## config.mk

```make
export PLATFORM = sky130hd
export DESIGN_NAME = bcd_tk_top
export DESIGN_NICKNAME = d
export VERILOG_FILES = /design/src/rtl/tk_pkg.sv /design/src/rtl/tk_month_len.sv /design/src/rtl/tk_advance.sv /design/src/rtl/bcd_tk_top.sv
export SDC_FILE = /design/constraint.sdc
export NUM_CORES = 1
export LEC_CHECK = 0
export BUFFER_PORTS_ARGS = -buffer_cell sky130_fd_sc_hd__clkbuf_2
export CORE_MARGIN = 4
export CORE_UTILIZATION = 55
export DETAILED_ROUTE_END_ITERATION = 16
export GPL_TIMING_DRIVEN = 0
export PLACE_DENSITY = 0.72
export SLEW_MARGIN = 15
export SYNTH_ARGS = -nofsm -noshare
export SYNTH_HDL_FRONTEND = slang
export SYNTH_SLANG_ARGS = --single-unit
export TNS_END_PERCENT = 5
```

## constraint.sdc

```tcl
create_clock -name clk_i -period 4.5 [get_ports clk_i]
set_input_delay 0.9 -clock clk_i [delete_from_list [all_inputs] [get_ports clk_i]]
set_output_delay 0.9 -clock clk_i [all_outputs]
set_load 0.02 [all_outputs]
```

## src/rtl/tk_pkg.sv

```systemverilog
package tk_pkg;

    localparam int DATA_W   = 8;
    localparam int N_FIELDS = 7;

    typedef struct packed {
        logic [6:0] sec;
        logic [6:0] min;
        logic [5:0] hr;
        logic [2:0] dow;
        logic [5:0] date;
        logic [4:0] mon;
        logic [7:0] yr;
    } tk_time_t;

    localparam tk_time_t TK_RESET = '{sec: 7'h00, min: 7'h00, hr: 6'h00,
                                      dow: 3'd1, date: 6'h01, mon: 5'h01,
                                      yr: 8'h00};

    // one-step BCD increment of a two-digit value, 99 wraps to 00
    function automatic logic [7:0] bcd_inc(input logic [7:0] v);
        logic [7:0] r;
        if (v[3:0] >= 4'd9) begin
            r = {v[7:4] + 4'd1, 4'h0};
            if (r[7:4] >= 4'd10) r = 8'h00;
        end else begin
            r = {v[7:4], v[3:0] + 4'd1};
        end
        return r;
    endfunction

    function automatic logic [7:0] field_get(input tk_time_t t, input logic [2:0] idx);
        logic [7:0] r;
        case (idx)
            3'd0:    r = {1'b0, t.sec};
            3'd1:    r = {1'b0, t.min};
            3'd2:    r = {2'b0, t.hr};
            3'd3:    r = {5'b0, t.dow};
            3'd4:    r = {2'b0, t.date};
            3'd5:    r = {3'b0, t.mon};
            3'd6:    r = t.yr;
            default: r = 8'h00;
        endcase
        return r;
    endfunction

    function automatic tk_time_t field_set(input tk_time_t t, input logic [2:0] idx,
                                           input logic [7:0] v);
        tk_time_t r;
        r = t;
        case (idx)
            3'd0:    r.sec  = v[6:0];
            3'd1:    r.min  = v[6:0];
            3'd2:    r.hr   = v[5:0];
            3'd3:    r.dow  = v[2:0];
            3'd4:    r.date = v[5:0];
            3'd5:    r.mon  = v[4:0];
            3'd6:    r.yr   = v;
            default: r = t;
        endcase
        return r;
    endfunction

endpackage

```

## src/rtl/tk_month_len.sv

```systemverilog
module tk_month_len (
    input  logic [4:0] mon_i,
    input  logic [7:0] yr_i,
    output logic [5:0] last_day_o
);
    logic [7:0] yr_bin;
    logic       leap;

    always_comb begin
        yr_bin = ({4'b0, yr_i[7:4]} * 8'd10) + {4'b0, yr_i[3:0]};
        leap   = (yr_bin[1:0] == 2'b00);
        case (mon_i)
            5'h02:                      last_day_o = leap ? 6'h29 : 6'h28;
            5'h04, 5'h06, 5'h09, 5'h11: last_day_o = 6'h30;
            default:                    last_day_o = 6'h31;
        endcase
    end
endmodule

```

## src/rtl/tk_advance.sv

```systemverilog
module tk_advance
    import tk_pkg::*;
(
    input  tk_time_t cur_i,
    input  logic     step_i,
    output tk_time_t nxt_o
);
    logic [5:0] last_day;
    logic       c_sec, c_min, c_hr, c_date, c_mon;
    logic [7:0] sec_inc, min_inc, hr_inc, date_inc, mon_inc, yr_inc;

    tk_month_len i_len (
        .mon_i      (cur_i.mon),
        .yr_i       (cur_i.yr),
        .last_day_o (last_day)
    );

    always_comb begin
        sec_inc  = bcd_inc({1'b0, cur_i.sec});
        min_inc  = bcd_inc({1'b0, cur_i.min});
        hr_inc   = bcd_inc({2'b0, cur_i.hr});
        date_inc = bcd_inc({2'b0, cur_i.date});
        mon_inc  = bcd_inc({3'b0, cur_i.mon});
        yr_inc   = bcd_inc(cur_i.yr);

        c_sec  = step_i & (cur_i.sec  == 7'h59);
        c_min  = c_sec  & (cur_i.min  == 7'h59);
        c_hr   = c_min  & (cur_i.hr   == 6'h23);
        c_date = c_hr   & (cur_i.date == last_day);
        c_mon  = c_date & (cur_i.mon  == 5'h12);

        nxt_o = cur_i;
        if (step_i) nxt_o.sec = c_sec ? 7'h00 : sec_inc[6:0];
        if (c_sec)  nxt_o.min = c_min ? 7'h00 : min_inc[6:0];
        if (c_min)  nxt_o.hr  = c_hr  ? 6'h00 : hr_inc[5:0];
        if (c_hr) begin
            nxt_o.dow  = (cur_i.dow >= 3'd7) ? 3'd1 : cur_i.dow + 3'd1;
            nxt_o.date = c_date ? 6'h01 : date_inc[5:0];
        end
        if (c_date) nxt_o.mon = c_mon ? 5'h01 : mon_inc[4:0];
        if (c_mon)  nxt_o.yr  = yr_inc;
    end
endmodule

```

## src/rtl/bcd_tk_top.sv

```systemverilog
module bcd_tk_top
    import tk_pkg::*;
#(
    parameter int ADDR_W    = 4,
    parameter int CTRL_ADDR = 15,
    parameter int MON_ADDR  = 5,
    parameter int TE_BIT    = 7,
    parameter int STOP_BIT  = 7
) (
    input  logic              clk_i,
    input  logic              rst_ni,
    input  logic              tick_i,
    input  logic [ADDR_W-1:0] addr_i,
    input  logic [DATA_W-1:0] wdata_i,
    input  logic              we_i,
    output logic [DATA_W-1:0] rdata_o
);
    localparam logic [ADDR_W-1:0] A_CTRL = ADDR_W'(CTRL_ADDR);
    localparam logic [ADDR_W-1:0] A_MON  = ADDR_W'(MON_ADDR);
    localparam logic [ADDR_W-1:0] A_LIM  = ADDR_W'(N_FIELDS);

    typedef struct packed {
        tk_time_t              run;
        tk_time_t              shadow;
        logic [N_FIELDS-1:0]   dirty;
        logic                  te;
        logic                  stop;
    } state_t;

    state_t   s_d, s_q;
    tk_time_t adv_time;
    logic     ctrl_wr, commit_w, field_wr;
    logic [2:0] fidx;

    tk_advance i_adv (
        .cur_i  (s_q.run),
        .step_i (tick_i & ~s_q.stop),
        .nxt_o  (adv_time)
    );

    always_comb begin
        fidx     = addr_i[2:0];
        ctrl_wr  = we_i && (addr_i == A_CTRL);
        commit_w = ctrl_wr && wdata_i[TE_BIT] && !s_q.te;
        field_wr = we_i && (addr_i < A_LIM);

        s_d     = s_q;
        s_d.run = adv_time;
        if (commit_w) begin
            for (int i = 0; i < N_FIELDS; i++) begin
                if (s_q.dirty[i])
                    s_d.run = field_set(s_d.run, 3'(i), field_get(s_q.shadow, 3'(i)));
            end
            s_d.dirty = '0;
        end
        if (we_i && (addr_i == A_MON))
            s_d.stop = wdata_i[STOP_BIT];
        if (field_wr && !s_q.te) begin
            s_d.shadow      = field_set(s_q.shadow, fidx, wdata_i);
            s_d.dirty[fidx] = 1'b1;
        end
        if (ctrl_wr)
            s_d.te = wdata_i[TE_BIT];
        if (s_d.te)
            s_d.shadow = s_d.run;
    end

    always_ff @(posedge clk_i) begin
        if (!rst_ni) begin
            s_q.run    <= TK_RESET;
            s_q.shadow <= TK_RESET;
            s_q.dirty  <= '0;
            s_q.te     <= 1'b1;
            s_q.stop   <= 1'b0;
        end else begin
            s_q <= s_d;
        end
    end

    always_comb begin
        rdata_o = '0;
        if (addr_i < A_LIM) begin
            rdata_o = field_get(s_q.shadow, fidx);
            if (addr_i == A_MON) rdata_o[STOP_BIT] = s_q.stop;
        end else if (addr_i == A_CTRL) begin
            rdata_o[TE_BIT] = s_q.te;
        end
    end

    AST_VISIBLE_TRACKS: assert property (@(posedge clk_i) disable iff (!rst_ni)
        s_q.te |-> (s_q.shadow == s_q.run));

    AST_FROZEN_STABLE: assert property (@(posedge clk_i) disable iff (!rst_ni)
        (!s_q.te && !we_i) |=> $stable(s_q.shadow));

    AST_STOP_HOLDS: assert property (@(posedge clk_i) disable iff (!rst_ni)
        (s_q.stop && !we_i) |=> $stable(s_q.run));

    AST_MIN_NO_CARRY: assert property (@(posedge clk_i) disable iff (!rst_ni)
        (!we_i && s_q.run.sec != 7'h59) |=> $stable(s_q.run.min));

    AST_DIRTY_CLEAR: assert property (@(posedge clk_i) disable iff (!rst_ni)
        commit_w |=> (s_q.dirty == '0));

    AST_RUN_WRITE_IGNORED: assert property (@(posedge clk_i) disable iff (!rst_ni)
        (s_q.te && field_wr && !tick_i) |=> $stable(s_q.run));
endmodule

```

Yosys cells after proc, flatten, opt, wreduce, memory -nomap -nowiden
Index checks and enable logic that the tools add are counted.

Output and inout bits: 8. Word-level logic and storage cells: 152. Register bits: 93.

Bitwise operators: 8. Reductions and logical operators: 26. Muxes and demuxes: 52. Magnitude comparators: 16. Add/subtract/negate cells: 14. Multipliers: 1. Equal/unequal tests: 18.

Operators with widths (count): 2-to-1 mux 42 bit (3); 2-to-1 mux 7 bit (12); one-hot mux 8 bit (7 select lines) (1); 2-to-1 mux 6 bit (9); 2-to-1 mux 49 bit (1); 2-to-1 mux 8 bit (5); greater-or-equal comparator 4 bit (second input constant) (9); 2-to-1 mux 35 bit (1); adder 4 x 1 -> 4 bit (second input constant) (7); 2-to-1 mux 28 bit (1); 2-to-1 mux 5 bit (5); 2-to-1 mux 22 bit (1); 2-to-1 mux 19 bit (1); nonzero test 2 bit (8); == test 7 bit (second input constant) (2); AND reduction 2 bit (7); 2-to-1 mux 13 bit (1); == test 5 x 3 -> 1 bit (second input constant) (2); == test 5 bit (second input constant) (2); one-hot mux 5 bit (2 select lines) (1); == test 3 bit (second input constant) (3); 2-to-1 mux 9 bit (1); adder 3 x 1 -> 4 bit (second input constant) (2); greater-or-equal comparator 3 x 4 -> 1 bit (second input constant) (2); 29 further kinds (48).

Depth between registers and ports, before layout
Gate-level depths: netlist of the first run.

Word-level depth: 19. Gate-level depth with buffers: 10.

Modules after synthesis
Synthesis of the first run repeated with hierarchy kept, for this count alone.

Cells, all modules: 773. Area total of the unflattened synthesis: 6387.4 µm².

By module, submodules not included: bcd_tk_top (seq. area each 1861.8 µm², cells each 522, area each 4650.7 µm², times used 1); tk_advance (seq. area each 0.0 µm², cells each 237, area each 1636.6 µm², times used 1); tk_month_len (seq. area each 0.0 µm², cells each 14, area each 100.1 µm², times used 1).

Least setup slack after synthesis of the first run
No wires, ideal clock.

Kind: input to output. From: input addr_i[1]. To: output rdata_o[3]. Cell stages on the path: 6. Arrival: 2.462 ns. Setup slack: 1.138 ns. Path buffers: 2. Cell sequence: clkbuf_1 -> buf_1 -> mux2i_1 -> nor2_1 -> a21oi_1 -> a211oi_1.

Word-level cells in the longest chain between the ends: 3. Elaborated cells between the ends (all ways): 10. Classes of those cells: order compare (1); eq/ne (6); mux (2); reduce/logical (1).

RTL lines: from (decl) (RTL line bcd_tk_top.sv:13) `input logic [ADDR_W-1:0] addr_i,`; == test 3 bit (tied with other cells) (RTL line tk_pkg.sv:34) `case (idx)`; one-hot mux 8 bit (7 select lines) (RTL line tk_pkg.sv:34); 2-to-1 mux 7 bit (*) (RTL line bcd_tk_top.sv:82) `if (addr_i < A_LIM) begin`; to (decl) (RTL line bcd_tk_top.sv:16) `output logic [DATA_W-1:0] rdata_o`.

Mark *: on every way between the ends. The rest lies on a longest branch, timed or not.

Worst setup path after layout of the first run
From: input addr_i[1]. To: output rdata_o[4].

Same word-level chain as after synthesis.

==> out/metrics.yaml, run 1 <==
grt_max_degree: 15
ys.flop_type: "dfxtp_1"
crit_end: "rdata_o[4]"
clock_skew_ps: 9.28
place_hpwl_um: 14300
multi_input_comb_area_um2: 3820
place_congestion: 0.953
placed_cell_area_um2: 6220
critPathTopFamily: "buffers and inverters"
startpoint: "addr_i[1]"
cts_hold_buffers: 0
diodes: 0
nFillCells: 959
grt_pass1_wl_um: 30700
num_io_pins: 24
grt.busiest_layer: "met2"
worst_r2r_endpoint: "s_q[14]"
cp_common_cell: "clkbuf_2"
dr.pass1.iters: 7
cp-start-kind: "input pin"
cp-end-kind: "output port"
placed_cells: 890
path_cells: "clkbuf_2, clkbuf_1, buf_1, mux2i_1, nor2_1, a21oi_1, a211oi_1, clkbuf_2"
die_h_um: 112
outcome: "complete, no violations"
cts_tree: "done"
finalNonFillerCells: 904
setup_slack_ps: 638
fin_nets: 809
synth-warning-count: 0
worst-path-stages: 8
avgViaCountPerCell: 6.67
tightest_slew_ps: 1020
min_period_over_period: 0.858
crit_required_ps: 3600
synth_area_um2: 5950
start_util: 0.571
yosysSeqAreaShare: 0.313
rr_worst_depth: 9
worst_ep_arrival_time_ps: 2960
crit_buf_inv: 4
cts_resized: 0
core_area_um2: 10400
yosysMostFrequentCell: "dfxtp_1"
rows: 37
ctsHtreeMaxLevel: 3
remaining_drc_errors: 0
fin_hold_ws_ps: 507
period_needed_ps: 3860
drive_gt1_frac: 0.0990
criticalPathCategory: "in -> out"
met2_usage: 0.508
final_area_um2: 6460
post_synth_num_cell_types: 81
area_delta_synth_final_pct: 8.58
p_leak_nw: 2.36
via_count: 6029
cpPeakStageDelay_ps: 550
fmax_mhz: 259
cap_violations: 0
clockRootBuffer: "clkbuf_8"
regMostFlops: "s_q"
reg2reg_slack_ps: 1300
finalSetupViolCount: 0
clk_latency_ps: 380
die_x_um: 112
grt.overflow.total: 0
synth-seq-cells: 93
r2r_start: "s_q[59]"
powerDensity_nw_per_um2: 252
wl_um: 19200
grt_use_met1: 0.392
path_clk_slew_ps: 90
totalNegativeSetupSlack_ps: 0
yosys.area.top_type: "dfxtp_1"
io_buffers: 21
cp_slowest_cell: "buf_1"
largest_reg_flops: 93
synth.area.top_cells: "dfxtp_1 31%, ha_1 5.9%, nor2_1 4.4%"
grt_util_met3: 0.0467
cts_sinks: 93
fp.dieArea_um2: 12500
hold_viol: 0
synth.net_count: 777
drt-wirelength-per-cell_um: 21.2
slew_violations: 0
cts_buffers: 9
pre_cts_slack_ps: 668
post-cts-setup-buffers: 0
ir_drop_mv: 0.194
grt_use_total: 0.306
reg_top3: "s_q: 93 flops"
maxSlewHeadroom: 0.321
syn_area_per_cell_um2: 8.12
async_flop_share: 0
critPathMaxFanout: 10
rsz0062_at_grt: "false"
hold_class: "reg -> reg"
synth_edf_count: 0
antenna_found_initial: 0
synth_cells: 733
grt_pass1_vias: 5719
drtAntennaViolNets: 0
clk_path_buf_depth: 2
drt_iter0_drc: 790
regArea_um2: 1860
synth_top_area_share: 0.313
synth.top_cells.by_count: "93 x dfxtp_1, 70 x nor2_1, 60 x nand2_1"
==> worst register-to-register path, cell delays in order (launching register included) <==
cell and delay (ps):
dfxtp_1 450, inv_1 100, ha_1 250, or2_2 310, a32o_1 300, o21ai_0 290
clkbuf_1 410, nand4_1 370, a211oi_1 470, o32ai_1 130
==> power breakdown <==
part	switching, mW	internal [mW]	total [mW]
clock network	0.299	0.378	0.678
logic	0.0834	0.0318	0.115
registers	0.00570	0.826	0.832
total	0.389	1.24	1.63
==> placed cells by master, fill, tap and decap left out, drive strengths merged, types with 11 or more instances in the layout <==
cell,count
nor3,11
ha,28
mux2i,15
nand4,12
a22oi,28
o2bb2ai,12
dfxtp,93
a31oi,19
and2,13
inv,23
nand2,60
clkbuf,67
a21oi,45
o21ai,50
nand3,28
nor2,71
==> how the worst min path moves through the flow <==
stage                     endpoint  slack, ps  cells after the start  startpoint
after floorplan            s_q[16]        450                      2     s_q[16]
after global placement     s_q[16]        480                      2     s_q[16]
after detailed placement   s_q[16]        480                      2     s_q[16]
after CTS                  s_q[16]        490                      2     s_q[16]
after global routing       s_q[16]        500                      2     s_q[16]
final                      s_q[16]        510                      2     s_q[16]
==> cells by family after synthesis <==
kind of cell | Yosys count | share of synthesized area
and+or+nand+nor | 273 | 0.252
buffers and inverters | 68 | 0.0442
muxes | 25 | 0.0498
adders and majority gates | 28 | 0.0589
xor gates and xnor gates | 7 | 0.0103
DFF | 93 | 0.313
AOI/OAI and AO/OA | 239 | 0.272
==> stage by stage <==
step | utilization | power, mW
floorplan | - | 0.914
global placement | 0.598 | 0.960
detailed placement | 0.598 | 0.962
CTS | 0.620 | 1.62
global route | 0.620 | 1.68
finish | 0.620 | 1.63
==> per-layer routing <==
metal,part of all wire,vias up
met5,0,-
met4,0.047,0
li1,-,2814
met3,0.072,70
met2,0.46,298
met1,0.42,2847
==> layout make-up <==
type | count | area share
sequential | 93 | 0.288
clock inverter | 4 | 0.0151
inverter | 24 | 0.0139
clock buffer | 10 | 0.0213
tap | 136 | 0.0263
timing repair buffer | 21 | 0.0163
buffer | 44 | 0.0267
multi-input combinational | 572 | 0.592
(Power assumes the default switching activity.)
==> run 2: changes to the inputs <==
- CELL_PAD_IN_SITES_DETAIL_PLACEMENT: default -> 0
- CELL_PAD_IN_SITES_GLOBAL_PLACEMENT: default -> 1
- CORE_UTILIZATION: 55 -> 51
- PLACE_DENSITY: 0.72 -> default
- PLACE_DENSITY_LB_ADDON: default -> 0.1
==> out/metrics.yaml, run 2 (synthesis gave the netlist of run 1 again) <==
dr.pass1.iters: 6  # -1
hold_viol: 0  # unchanged
worst_r2r_endpoint: "s_q[14]"
reg_top3: "s_q: 93 flops"
drtAntennaViolNets: 0  # unchanged
grt_pass1_wl_um: 31000  # +0.88%
cap_violations: 0  # unchanged
final_cell_mix: "93 x dfxtp_1, 70 x nor2_1, 60 x nand2_1"
core_area_um2: 11400  # +9.6%
hold_class: "reg -> reg"
final_common_cell: "dfxtp_1"
grt.overflow.total: 0  # unchanged
io_buffers: 21  # unchanged
crit_required_ps: 3600  # about the same
critPathMaxFanout: 10  # unchanged
totalNegativeSetupSlack_ps: 0  # unchanged
slew_violations: 0  # unchanged
cts_sinks: 93  # unchanged
min_from: "s_q[41]"
clk_path_buf_depth: 2  # unchanged
crit_end: "rdata_o[4]"
tightest_slew_ps: 1100  # +84.4 ps
crit_buf_inv: 4  # unchanged
p_leak_nw: 2.41  # +2.0%
start_util: 0.521  # -0.0501
worst_ep_arrival_time_ps: 3020  # +60 ps
startpoint: "addr_i[1]"
clockRootBuffer: "clkbuf_16"
cp_common_cell: "clkbuf_2"
clock_skew_ps: 6.56  # -2.73 ps
critPathTopFamily: "buffers and inverters"
diodes: 0  # unchanged
period_needed_ps: 3920  # +56.4 ps
grt_pass1_vias: 5556  # -2.9%
fin_nets: 809  # unchanged
grt_use_total: 0.301  # -0.00529
rows: 39  # +5.4%
powerDensity_nw_per_um2: 273  # +8.6%
post-cts-setup-buffers: 0  # unchanged
via_count: 5911  # -2.0%
antenna_found_initial: 0  # unchanged
cts_hold_buffers: 0  # unchanged
path_cells: "clkbuf_2, clkbuf_1, buf_1, mux2i_1, nor2_1, a21oi_1, a211oi_1, clkbuf_2"
worst-path-stages: 8  # unchanged
rr_worst_depth: 9  # unchanged
cp_slowest_cell: "buf_1"
ir_drop_mv: 0.170  # -13%
drt-wirelength-per-cell_um: 21.5  # +1.3%
place_hpwl_um: 14600  # +1.7%
cp-start-kind: "input pin"
drive_gt1_frac: 0.100  # +0.00104
num_io_pins: 24  # unchanged
fmax_mhz: 255  # -1.4%
die_h_um: 116  # +3.6%
min_period_over_period: 0.871  # +0.0125
path_clk_slew_ps: 70  # -20 ps
cts_tree: "done"
clk_latency_ps: 350  # -30 ps
die_x_um: 116  # +3.6%
cp-end-kind: "output port"
cpPeakStageDelay_ps: 570  # +20 ps
maxSlewHeadroom: 0.265  # -0.0564
fp.dieArea_um2: 13500  # +7.3%
area_delta_synth_final_pct: 10.3
largest_reg_flops: 93  # unchanged
outcome: "complete, no violations"
place_congestion: 0.959  # +0.62%
rsz0062_at_grt: "false"
grt_max_degree: 15  # unchanged
drt_iter0_drc: 557  # -29%
finalSetupViolCount: 0  # unchanged
avgViaCountPerCell: 6.47  # -2.9%
criticalPathCategory: "in -> out"
cts_buffers: 9  # unchanged
remaining_drc_errors: 0  # unchanged
wl_um: 19600  # +2.3%
ctsHtreeMaxLevel: 3  # unchanged
post-route-util: 0.575  # -0.0457
reg2reg_slack_ps: 1340  # +40 ps
regMostFlops: "s_q"
cts_resized: 0  # unchanged
r2r_start: "s_q[59]"
## run 2: changes by cell type in the layout (fill, tap and decap cells not counted), sizes merged
cell	change
clkbuf	+2
clkinv	+2
bufinv	-1
clkinvlp	-1
## run 2: layout make-up
class                   count  area [µm²]
clock buffers              12         256
clock inverters             4        70.1
repair buffers             21         105
plain buffers              44         173
fillers                  1077        4860
well taps                 143         179
flip-flops and latches     93        1860
inverters                  24        90.1
multi-input cells         572        3820
## run 2: worst min-delay path by stage
stage,to,depth (start not counted)
6_report,s_q[41],2
5_1_grt,s_q[53],2
4_1_cts,s_q[53],2
3_5_place_dp,s_q[53],2
3_3_place_gp,s_q[53],2
2_1_floorplan,s_q[16],2
## run 2: layer usage
metal / vias to the layer above / share of wire / GRT usage
li1: 2820 / - / -
met1: 2793 / 0.43 / 0.398
met2: 249 / 0.47 / 0.499
met3: 49 / 0.062 / 0.0439
met4: 0 / 0.032 / 0.111
met5: - / 0 / 0
## run 2: power by group
group          total, mW  switching (mW)  internal, mW
combinational      0.116          0.0843        0.0318
sequential         0.833         0.00574         0.827
clock              0.843           0.327         0.516
total               1.79           0.417          1.37
## run 2: per-stage QoR
step	power, mW	hold slack [ps]	instances	instance area (µm²)	worst slack [ps]
floorplan	0.914	450	733	5950	1140
global placement	0.962	479	897	6230	664
detailed placement	0.964	490	897	6230	670
CTS	1.79	498	913	6560	651
global route	1.84	546	913	6560	471
finish	1.79	508	913	6560	582
## run 2: tightest hold or removal path, cell delays in order, from the launching register on
cell     delay (ps)
dfxtp_1         330
nand2_1          60
a31oi_1          60
